--- config.mk ---
export PLATFORM = sky130hd
export DESIGN_NAME = boot_window
export DESIGN_NICKNAME = d
export VERILOG_FILES = /design/src/rtl/boot_win_pkg.sv /design/src/rtl/boot_win_rom.sv /design/src/rtl/boot_win_ram.sv /design/src/rtl/boot_win_flags.sv /design/src/rtl/boot_win_host.sv /design/src/rtl/boot_window.sv
export SDC_FILE = /design/constraint.sdc
export NUM_CORES = 1
export LEC_CHECK = 0
export ABC_AREA = 0
export BUFFER_PORTS_ARGS = -buffer_cell sky130_fd_sc_hd__buf_2
export CAP_MARGIN = 10
export CORE_MARGIN = 4
export CORE_UTILIZATION = 31
export DETAILED_ROUTE_END_ITERATION = 10
export RECOVER_POWER = 100
export SKIP_CTS_REPAIR_TIMING = 1
export SLEW_MARGIN = 40
export SYNTH_ARGS = -nofsm -noshare
export SYNTH_HDL_FRONTEND = slang
export SYNTH_HIERARCHICAL = 1
export SYNTH_SLANG_ARGS = --single-unit
--- constraint.sdc ---
create_clock -name clk -period 4.2 [get_ports clk]
set_input_delay 0.84 -clock clk [delete_from_list [all_inputs] [get_ports clk]]
set_output_delay 0.84 -clock clk [all_outputs]
set_load 0.01 [all_outputs]
--- src/rtl/boot_win_pkg.sv ---
package boot_win_pkg;

    typedef enum logic { H_IDLE, H_ACK }   host_st_t;
    typedef enum logic { LK_OPEN, LK_SHUT } lock_st_t;
    typedef enum logic { DB_IDLE, DB_RING } bell_st_t;

    // Boot image byte derived from the address and the seed.
    function automatic logic [7:0] rom_image(input logic [15:0] a, input logic [7:0] seed);
        logic [15:0] p;
        p = a * 16'd7 + {8'd0, seed};
        return p[7:0] ^ a[15:8];
    endfunction

endpackage

--- src/rtl/boot_win_rom.sv ---
module boot_win_rom #(
    parameter int ADDR_W   = 11,
    parameter logic [7:0] ROM_SEED = 8'h5A
) (
    input  logic [ADDR_W-1:0] addr,
    output logic [7:0]        data
);
    import boot_win_pkg::*;

    localparam int PAD = 16 - ADDR_W;

    always_comb begin
        data = rom_image({{PAD{1'b0}}, addr}, ROM_SEED);
    end

endmodule

--- src/rtl/boot_win_ram.sv ---
module boot_win_ram #(
    parameter int RAM_BYTES = 64,
    parameter int RAM_AW    = $clog2(RAM_BYTES)
) (
    input  logic              clk,
    input  logic              rst_n,
    input  logic              host_wr,
    input  logic [RAM_AW-1:0] host_idx,
    input  logic [7:0]        host_wdata,
    input  logic              side_wr,
    input  logic [RAM_AW-1:0] side_idx,
    input  logic [7:0]        side_wdata,
    input  logic [RAM_AW-1:0] rd_idx,
    output logic [7:0]        rd_data
);
    logic [7:0] mem [RAM_BYTES];

    for (genvar g = 0; g < RAM_BYTES; g++) begin : g_byte
        always_ff @(posedge clk or negedge rst_n) begin
            if (!rst_n) begin
                mem[g] <= 8'h00;
            end else if (host_wr && host_idx == RAM_AW'(g)) begin
                mem[g] <= host_wdata;
            end else if (side_wr && side_idx == RAM_AW'(g)) begin
                mem[g] <= side_wdata;
            end
        end

        // Host data must win a same-byte collision.
        assert_host_priority_R10: assert property (@(posedge clk) disable iff (!rst_n)
            (host_wr && side_wr && host_idx == RAM_AW'(g) && side_idx == RAM_AW'(g))
            |=> mem[g] == $past(host_wdata));
    end

    always_comb begin
        rd_data = mem[rd_idx];
    end

endmodule

--- src/rtl/boot_win_flags.sv ---
module boot_win_flags (
    input  logic clk,
    input  logic rst_n,
    input  logic cmd_wr,
    input  logic lock_req,
    input  logic unlock,
    input  logic done,
    output logic locked,
    output logic bell
);
    import boot_win_pkg::*;

    lock_st_t lk_q, lk_d;
    bell_st_t db_q, db_d;

    always_ff @(posedge clk or negedge rst_n) begin
        if (!rst_n) begin
            lk_q <= LK_OPEN;
            db_q <= DB_IDLE;
        end else begin
            lk_q <= lk_d;
            db_q <= db_d;
        end
    end

    always_comb begin
        lk_d = lk_q;
        unique case (lk_q)
            LK_OPEN: if (lock_req && !unlock) lk_d = LK_SHUT;
            LK_SHUT: if (unlock)              lk_d = LK_OPEN;
        endcase
        db_d = db_q;
        unique case (db_q)
            DB_IDLE: if (cmd_wr)           db_d = DB_RING;
            DB_RING: if (done && !cmd_wr)  db_d = DB_IDLE;
        endcase
    end

    always_comb begin
        locked = (lk_q == LK_SHUT);
        bell   = (db_q == DB_RING);
    end

    assert_lock_sticky_R6: assert property (@(posedge clk) disable iff (!rst_n)
        (locked && !unlock) |=> locked);
    assert_unlock_wins_R6: assert property (@(posedge clk) disable iff (!rst_n)
        unlock |=> !locked);
    assert_lock_sets_R5: assert property (@(posedge clk) disable iff (!rst_n)
        (lock_req && !unlock) |=> locked);
    assert_bell_rings_R7: assert property (@(posedge clk) disable iff (!rst_n)
        cmd_wr |=> bell);
    assert_bell_clears_R8: assert property (@(posedge clk) disable iff (!rst_n)
        (bell && done && !cmd_wr) |=> !bell);

endmodule

--- src/rtl/boot_win_host.sv ---
module boot_win_host #(
    parameter int ADDR_W = 11
) (
    input  logic              clk,
    input  logic              rst_n,
    input  logic              req,
    input  logic              we,
    input  logic [ADDR_W-1:0] addr,
    input  logic [7:0]        wdata,
    output logic              ack,
    output logic              wr_go,
    output logic [ADDR_W-1:0] addr_q,
    output logic [7:0]        wdata_q
);
    import boot_win_pkg::*;

    host_st_t st_q, st_d;
    logic     we_q;

    always_ff @(posedge clk or negedge rst_n) begin
        if (!rst_n) begin
            st_q    <= H_IDLE;
            we_q    <= 1'b0;
            addr_q  <= '0;
            wdata_q <= 8'h00;
        end else begin
            st_q <= st_d;
            if (st_q == H_IDLE && req) begin
                we_q    <= we;
                addr_q  <= addr;
                wdata_q <= wdata;
            end
        end
    end

    always_comb begin
        st_d = st_q;
        unique case (st_q)
            H_IDLE: if (req) st_d = H_ACK;
            H_ACK:           st_d = H_IDLE;
        endcase
    end

    always_comb begin
        ack   = (st_q == H_ACK);
        wr_go = (st_q == H_ACK) && we_q;
    end

    assert_ack_single_R2: assert property (@(posedge clk) disable iff (!rst_n)
        ack |=> !ack);
    assert_ack_follows_R2: assert property (@(posedge clk) disable iff (!rst_n)
        (!ack && req) |=> ack);

endmodule

--- src/rtl/boot_window.sv ---
module boot_window #(
    parameter int         ROM_BYTES = 1984,
    parameter int         RAM_BYTES = 64,
    parameter logic [7:0] ROM_SEED  = 8'h5A,
    parameter int         LOCK_BIT  = 5,
    parameter int         ADDR_W    = $clog2(ROM_BYTES + RAM_BYTES),
    parameter int         RAM_AW    = $clog2(RAM_BYTES)
) (
    input  logic              clk,
    input  logic              rst_n,
    input  logic              host_req,
    input  logic              host_we,
    input  logic [ADDR_W-1:0] host_addr,
    input  logic [7:0]        host_wdata,
    output logic              host_ack,
    output logic [7:0]        host_rdata,
    input  logic              side_we,
    input  logic [RAM_AW-1:0] side_addr,
    input  logic [7:0]        side_wdata,
    input  logic              eng_done,
    input  logic              rom_unlock,
    output logic              doorbell
);
    localparam logic [ADDR_W-1:0] RAM_BASE = ADDR_W'(ROM_BYTES);
    localparam logic [RAM_AW-1:0] CMD_IDX  = RAM_AW'(RAM_BYTES - 1);

    logic              wr_go;
    logic [ADDR_W-1:0] addr_q;
    logic [7:0]        wdata_q;
    logic              in_ram;
    logic [ADDR_W-1:0] ram_off;
    logic [RAM_AW-1:0] ram_idx;
    logic              cmd_wr;
    logic              locked;
    logic [7:0]        rom_byte;
    logic [7:0]        ram_byte;

    boot_win_host #(.ADDR_W(ADDR_W)) host_i (
        .clk(clk), .rst_n(rst_n), .req(host_req), .we(host_we),
        .addr(host_addr), .wdata(host_wdata), .ack(host_ack),
        .wr_go(wr_go), .addr_q(addr_q), .wdata_q(wdata_q)
    );

    always_comb begin
        in_ram  = (addr_q >= RAM_BASE);
        ram_off = addr_q - RAM_BASE;
        ram_idx = ram_off[RAM_AW-1:0];
        cmd_wr  = wr_go && in_ram && (ram_idx == CMD_IDX);
    end

    boot_win_rom #(.ADDR_W(ADDR_W), .ROM_SEED(ROM_SEED)) rom_i (
        .addr(addr_q), .data(rom_byte)
    );

    boot_win_ram #(.RAM_BYTES(RAM_BYTES), .RAM_AW(RAM_AW)) ram_i (
        .clk(clk), .rst_n(rst_n),
        .host_wr(wr_go && in_ram), .host_idx(ram_idx), .host_wdata(wdata_q),
        .side_wr(side_we), .side_idx(side_addr), .side_wdata(side_wdata),
        .rd_idx(ram_idx), .rd_data(ram_byte)
    );

    boot_win_flags flags_i (
        .clk(clk), .rst_n(rst_n), .cmd_wr(cmd_wr),
        .lock_req(cmd_wr && wdata_q[LOCK_BIT]), .unlock(rom_unlock),
        .done(eng_done), .locked(locked), .bell(doorbell)
    );

    always_comb begin
        if (!host_ack)                host_rdata = 8'h00;
        else if (in_ram && ram_idx == CMD_IDX)
                                      host_rdata = {doorbell, ram_byte[6:0]};
        else if (in_ram)              host_rdata = ram_byte;
        else if (locked)              host_rdata = 8'h00;
        else                          host_rdata = rom_byte;
    end

    assert_locked_rom_blank_R5: assert property (@(posedge clk) disable iff (!rst_n)
        (host_ack && !in_ram && locked) |-> host_rdata == 8'h00);
    assert_bell_only_host_R9: assert property (@(posedge clk) disable iff (!rst_n)
        (!doorbell && !cmd_wr) |=> !doorbell);

endmodule

Yosys cells after proc, flatten, opt, wreduce, memory -nomap -nowiden
Cells that the tools add are included.
{ "word_totals": {"rom_bits": 0, "in_bits": 40, "mem_bits_rw": 0, "latchBits": 0, "regBits": 535, "elab_cells": 552, "output_inout_bits": 10, "n_memories": 0} }
{ "classes": {"shifts": 0, "eq_ne": 126, "mux": 143, "order_cmp": 2, "mul": 1, "n_addsub": 2, "n_reduce_logical": 203, "bitwise": 5, "div_mod_pow": 0} }
{ "ops": {"columns": ["operator", "n"], "rows": [
  ["$mux W8", 134],
  ["$eq A6 B6 Y1 const B", 64],
  ["$eq A6 B5 Y1 const B", 32],
  ["$logic_and A1 B1 Y1", 135],
  ["$reduce_bool A2 Y1", 64],
  ["$eq A6 B4 Y1 const B", 16],
  ["$bmux W8 S6", 1],
  ["$eq A6 B3 Y1 const B", 8],
  ["$eq A6 B2 Y1 const B", 4],
  ["$eq A6 B1 Y1 const B", 2],
  ["$logic_not A6 Y1", 2],
  ["$ge A11 B11 Y1 const B", 1],
  ["$mul A11 B3 Y8 const B", 1],
  ["$add A8 B7 Y8 const B", 1],
  ["$xor A8 B3 Y8", 1],
  ["$ge A7 B7 Y1 const B", 1],
  ["$not A6 Y7", 1],
  ["$pmux W1 S2", 3],
  ["$sub A6 B1 Y6 const B", 1],
  ["$mux W1", 5],
  ["$not A1 Y1", 3],
  ["$logic_not A1 Y1", 2]
]} }

Logic depth before layout (Yosys ltp)
{ "logic_depth": {"word_depth": 8, "mapped_depth": 12} }

Cells and area by module
The synthesis kept the hierarchy.
{ "by_module_without_submodules": {"columns": ["module", "instances", "cells_each", "seq_area_each_um2", "area_each_um2"], "rows": [
  ["boot_win_ram", 1, 2738, 12812.3, 28304.6],
  ["boot_win_host", 1, 45, 525.5, 883.3],
  ["boot_win_rom", 1, 51, 0.0, 474.2],
  ["boot_window", 1, 48, 0.0, 297.8],
  ["boot_win_flags", 1, 6, 50.0, 68.8]
]} }

Worst setup path after synthesis
OpenSTA, ideal clock, no wires.
{ "synth_path": {"path_kind": "register to output", "startpoint": "register host_i.addr_q[1]", "endpoint": "output host_rdata[7]", "setup_slack_ns": 0.440, "arrival_time_ns": 2.920, "required_time_ns": 3.360, "path_buffers": 0, "path_stages_with_launch": 13, "cell_sequence": "dfrtp_1 -> inv_1 -> fa_1 -> ha_1 -> or2_2 -> ha_1 -> o21ai_0 -> o21bai_1 -> a21oi_1 -> xnor2_1 -> nor2b_1 -> a21oi_1 -> a311oi_1"} }
{ "synth_between": {"word_cells_on_any_way": 15} }
{ "synth_rtl": {"columns": ["item", "line", "source"], "rows": [
  ["from (decl)", "boot_win_host.sv:12", "output logic [ADDR_W-1:0] addr_q,"],
  ["from (signal assigned)", "boot_win_host.sv:30", "addr_q <= addr;"],
  ["$mul A11 B3 Y8", "boot_win_pkg.sv:10", "p = a * 16'd7 + {8'd0, seed};"],
  ["$add A8 B7 Y8", "boot_win_pkg.sv:10", null],
  ["$xor A8 B3 Y8", "boot_win_pkg.sv:11", "return p[7:0] ^ a[15:8];"],
  ["net rom_byte[7]", "boot_window.sv:35", "logic [7:0] rom_byte;"],
  ["$mux W8", "boot_window.sv:73", "else if (locked) host_rdata = 8'h00;"],
  ["$mux W8", "boot_window.sv:72", "else if (in_ram) host_rdata = ram_byte;"],
  ["$mux W8", "boot_window.sv:70", "else if (in_ram && ram_idx == CMD_IDX)"],
  ["$mux W8", "boot_window.sv:69", "if (!host_ack) host_rdata = 8'h00;"],
  ["to (decl)", "boot_window.sv:16", "output logic [7:0] host_rdata,"]
]} }
The timed path passes the listed nets, and every way through them passes these cells. The select of a mux whose other input is x is not followed.

Worst setup path after layout
{ "layout_path": {"startpoint": "register host_i.addr_q[1]", "endpoint": "output host_rdata[4]"} }
{ "layout_between": {"elab_chain_cells": 8, "word_cells_on_any_way": 15} }
{ "layout_rtl": {"columns": ["item", "line", "source"], "rows": [
  ["$sub A6 B1 Y6 *", "boot_window.sv:46", "ram_off = addr_q - RAM_BASE;"],
  ["$not A6 Y7 (not written as such) *", "boot_win_ram.sv:36", "rd_data = mem[rd_idx];"],
  ["$bmux W8 S6 *", "boot_win_ram.sv:36", null],
  ["$mux W8 (not written as such) * (2 in a row)", "boot_win_ram.sv:36", null],
  ["net ram_byte[4]", "boot_window.sv:36", "logic [7:0] ram_byte;"],
  ["$mux W8", "boot_window.sv:72", null],
  ["$mux W8 *", "boot_window.sv:70", null],
  ["$mux W8 *", "boot_window.sv:69", null]
]} }
Mark *: on every way through the listed nets, which the timed path passes. The rest lies on a longest branch. The select of a mux whose other input is x is not followed.

==> flow_summary.ini <==
[outcome]
run_status = finished with violations
failed_checks = max-capacitance violations, max-slew violations, negative setup slack

[logic_synthesis]
async_flop_share = 1.00
synth-seq-area-share = 0.446
synth.area.top_cells = dfrtp_1 (45%), mux2i_1 (18%), mux4_2 (9.2%)
ys_warn_count = 6
synth_area_per_cell_sq_um = 10.4
yosysTopAreaCell = dfrtp_1
yosys_register_bits = 535
synth.distinct_cells = 62
syn_nets = 2946
ys.flop_type = dfrtp_1
netlist.area_leader.share = 0.446
synthesis.area_sq_um = 30000
synthCells = 2888
synth_edf_count = 0
synthTopCellsByCount = dfrtp_1 (535), mux2i_1 (535), nand2_1 (426)

[sta]
fin_worst_skew_ps = 19.6
setup_violations = 8
rsz0062_at_grt = true
fin_hold_ws_ps = 360
hold_violations = 0
tightest_slew_ps = 1880
fmax_ghz = 0.230
fin_crit_sh = 1.04
period_needed_ps = 4350
max_slew_margin = -0.255
maxSlewViolCount = 144
finalWorstSetupSlack_ps = -151

[floorplanning]
dieArea_sq_um = 102000
die_x_um = 319
num_rows = 113
start_util = 0.314
die_h_um = 319
core_region_area_sq_um = 95600
num_io_pins = 50

[placed_design]
dp_hpwl_um = 62300
place_area_sq_um = 31800
port_buffers = 49
place.gp.congestion = 0.906

[global_route]
gr-usage-all-layers = 0.182
grt_max_degree = 87
grt_pass1_vias = 21800
grt_overflow = 0
antenna_found_initial = 1
grt_pass1_wl_um = 144000

[setup_path]
arrival_ps = 3510
cp_data_required_time_ps = 3360
path_max_fanout = 41
r2r_end = ram_i/mem[492]$_DFFE_PN0P_
setup.worst_path.class = flip-flop to output pin
r2r_slack_ps = 1470
crit_end = host_rdata[4]
end_kind = output pin
start_kind = flip-flop
reg2reg_depth = 5
r2r_start = host_i/addr_q[6]$_DFFE_PN0P_
startpoint = host_i/addr_q[1]$_DFFE_PN0P_

[clocking]
clockBufferDepth = 3
clkTransAtPathRegs_ps = 60
clkSinkCount = 535
cts_tree = yes
htree_levels = 2
numCtsBuffers = 58
cts_root_buf = clkbuf_16
clock_latency_ps = 640

[detailed_routing]
drtAntennaViolNets = 0
first_pass_iters = 5
drc = 0
wl_per_cell_um = 22.9
routed_wirelength_um = 96200
vias = 22500
routed_via_density = 5.37
drt_iter0_drc = 2192

[finish]
drive_above_1_share = 0.172
finish.instance_area_sq_um = 34100
layout.nets = 2942
antenna-diode-count = 0
fillers = 9514
areaGrowthSynthToFinish_pct = 13.6

[flow_run]
max_cap_viol_count = 2

[power]
power.leakage_nw = 13.9
power.total_mw = 15.3
ir_worst_vdd_mv = 0.382
power_density_nw_per_um2 = 448

[worst_hold_path]
hold_class = input pin to flip-flop
-- state kept, by name, summed over array words and instances (netlist names) --
name and flops:
flags_i/locked 1, host_i/wdata_q 8, host_i/ack 1, ram_i/mem 512, flags_i/bell 1, host_i/addr_q 11, host_i/we_q 1
-- kinds of logic after synthesis --
family	after synthesis	synth area share
and+or+nand+nor	762	0.108
buffers and inverters	268	0.0403
adders and majority gates	18	0.00900
DFF	535	0.446
muxes	685	0.286
xor gates and xnor gates	11	0.00321
AOI/OAI and AO/OA	609	0.108
-- per-layer routing --
metal / vias to the layer above / wire length [um] / global-route usage
met2: 895 / 43700 / 0.287
met1: 11200 / 41900 / 0.255
met3: 170 / 6910 / 0.0302
met4: 0 / 3680 / 0.0600
met5: - / 0 / 0
li1: 10200 / - / -
-- placed cells by master (no fill, tap or decap), drive strengths merged, types with 17 or more instances in the layout --
cell type,instances
mux2,22
nand3,17
dfrtp,535
nor2,239
o21ai,367
inv,24
mux4,128
mux2i,535
clkbuf,104
buf,166
nand2,434
a21oi,178
-- worst min-delay path by stage --
stage	from	end	slack [ps]	depth (start not counted)
6_report	rom_unlock	flags_i/locked$_DFF_PN0_	360	2
5_1_grt	rom_unlock	flags_i/locked$_DFF_PN0_	350	2
4_1_cts	rst_n	ram_i/mem[48]$_DFFE_PN0P_	220	1
3_5_place_dp	host_i/we_q$_DFFE_PN0P_	host_i/we_q$_DFFE_PN0P_	490	1
3_3_place_gp	host_i/we_q$_DFFE_PN0P_	host_i/we_q$_DFFE_PN0P_	490	1
2_1_floorplan	flags_i/locked$_DFF_PN0_	flags_i/locked$_DFF_PN0_	460	2
-- report_power, final --
part           switching, mW  leakage [nW]  internal [mW]  total [mW]
Sequential             0.589          5.25           5.88        6.47
Combinational           1.85          7.61           1.57        3.42
Clock                   2.24         0.994           3.17        5.41
-- layout make-up --
cell class,count,area [sq um],area share
repair buffers,182,1470,0.0431
multi-input cells,2085,15600,0.456
clock buffers,88,1750,0.0514
well taps,1265,1580,0.0464
inverters,22,85.1,0.00249
clock inverters,19,239,0.00700
flip-flops and latches,535,13400,0.393
-- worst max-delay path, stage by stage (launching register included) --
cell	delay, ps
dfrtp_4	470
buf_12	260
buf_6	280
mux4_2	560
mux2i_2	280
a211oi_1	140
o32ai_2	230
o21ai_1	190
nand3_1	140
a21oi_1	70
buf_2	150
-- stage by stage --
step           std cells  utilization  setup slack [ps]  TNS, ps
6_report            4196        0.357              -151     -462
5_1_grt             4196        0.357              -198    -1140
4_1_cts             4180        0.354              -452    -2390
3_5_place_dp        4073        0.333               223        0
3_3_place_gp        4073        0.333              89.1        0
2_1_floorplan       2888            -               440        0
Note: power is estimated with default switching activity, not from simulation.
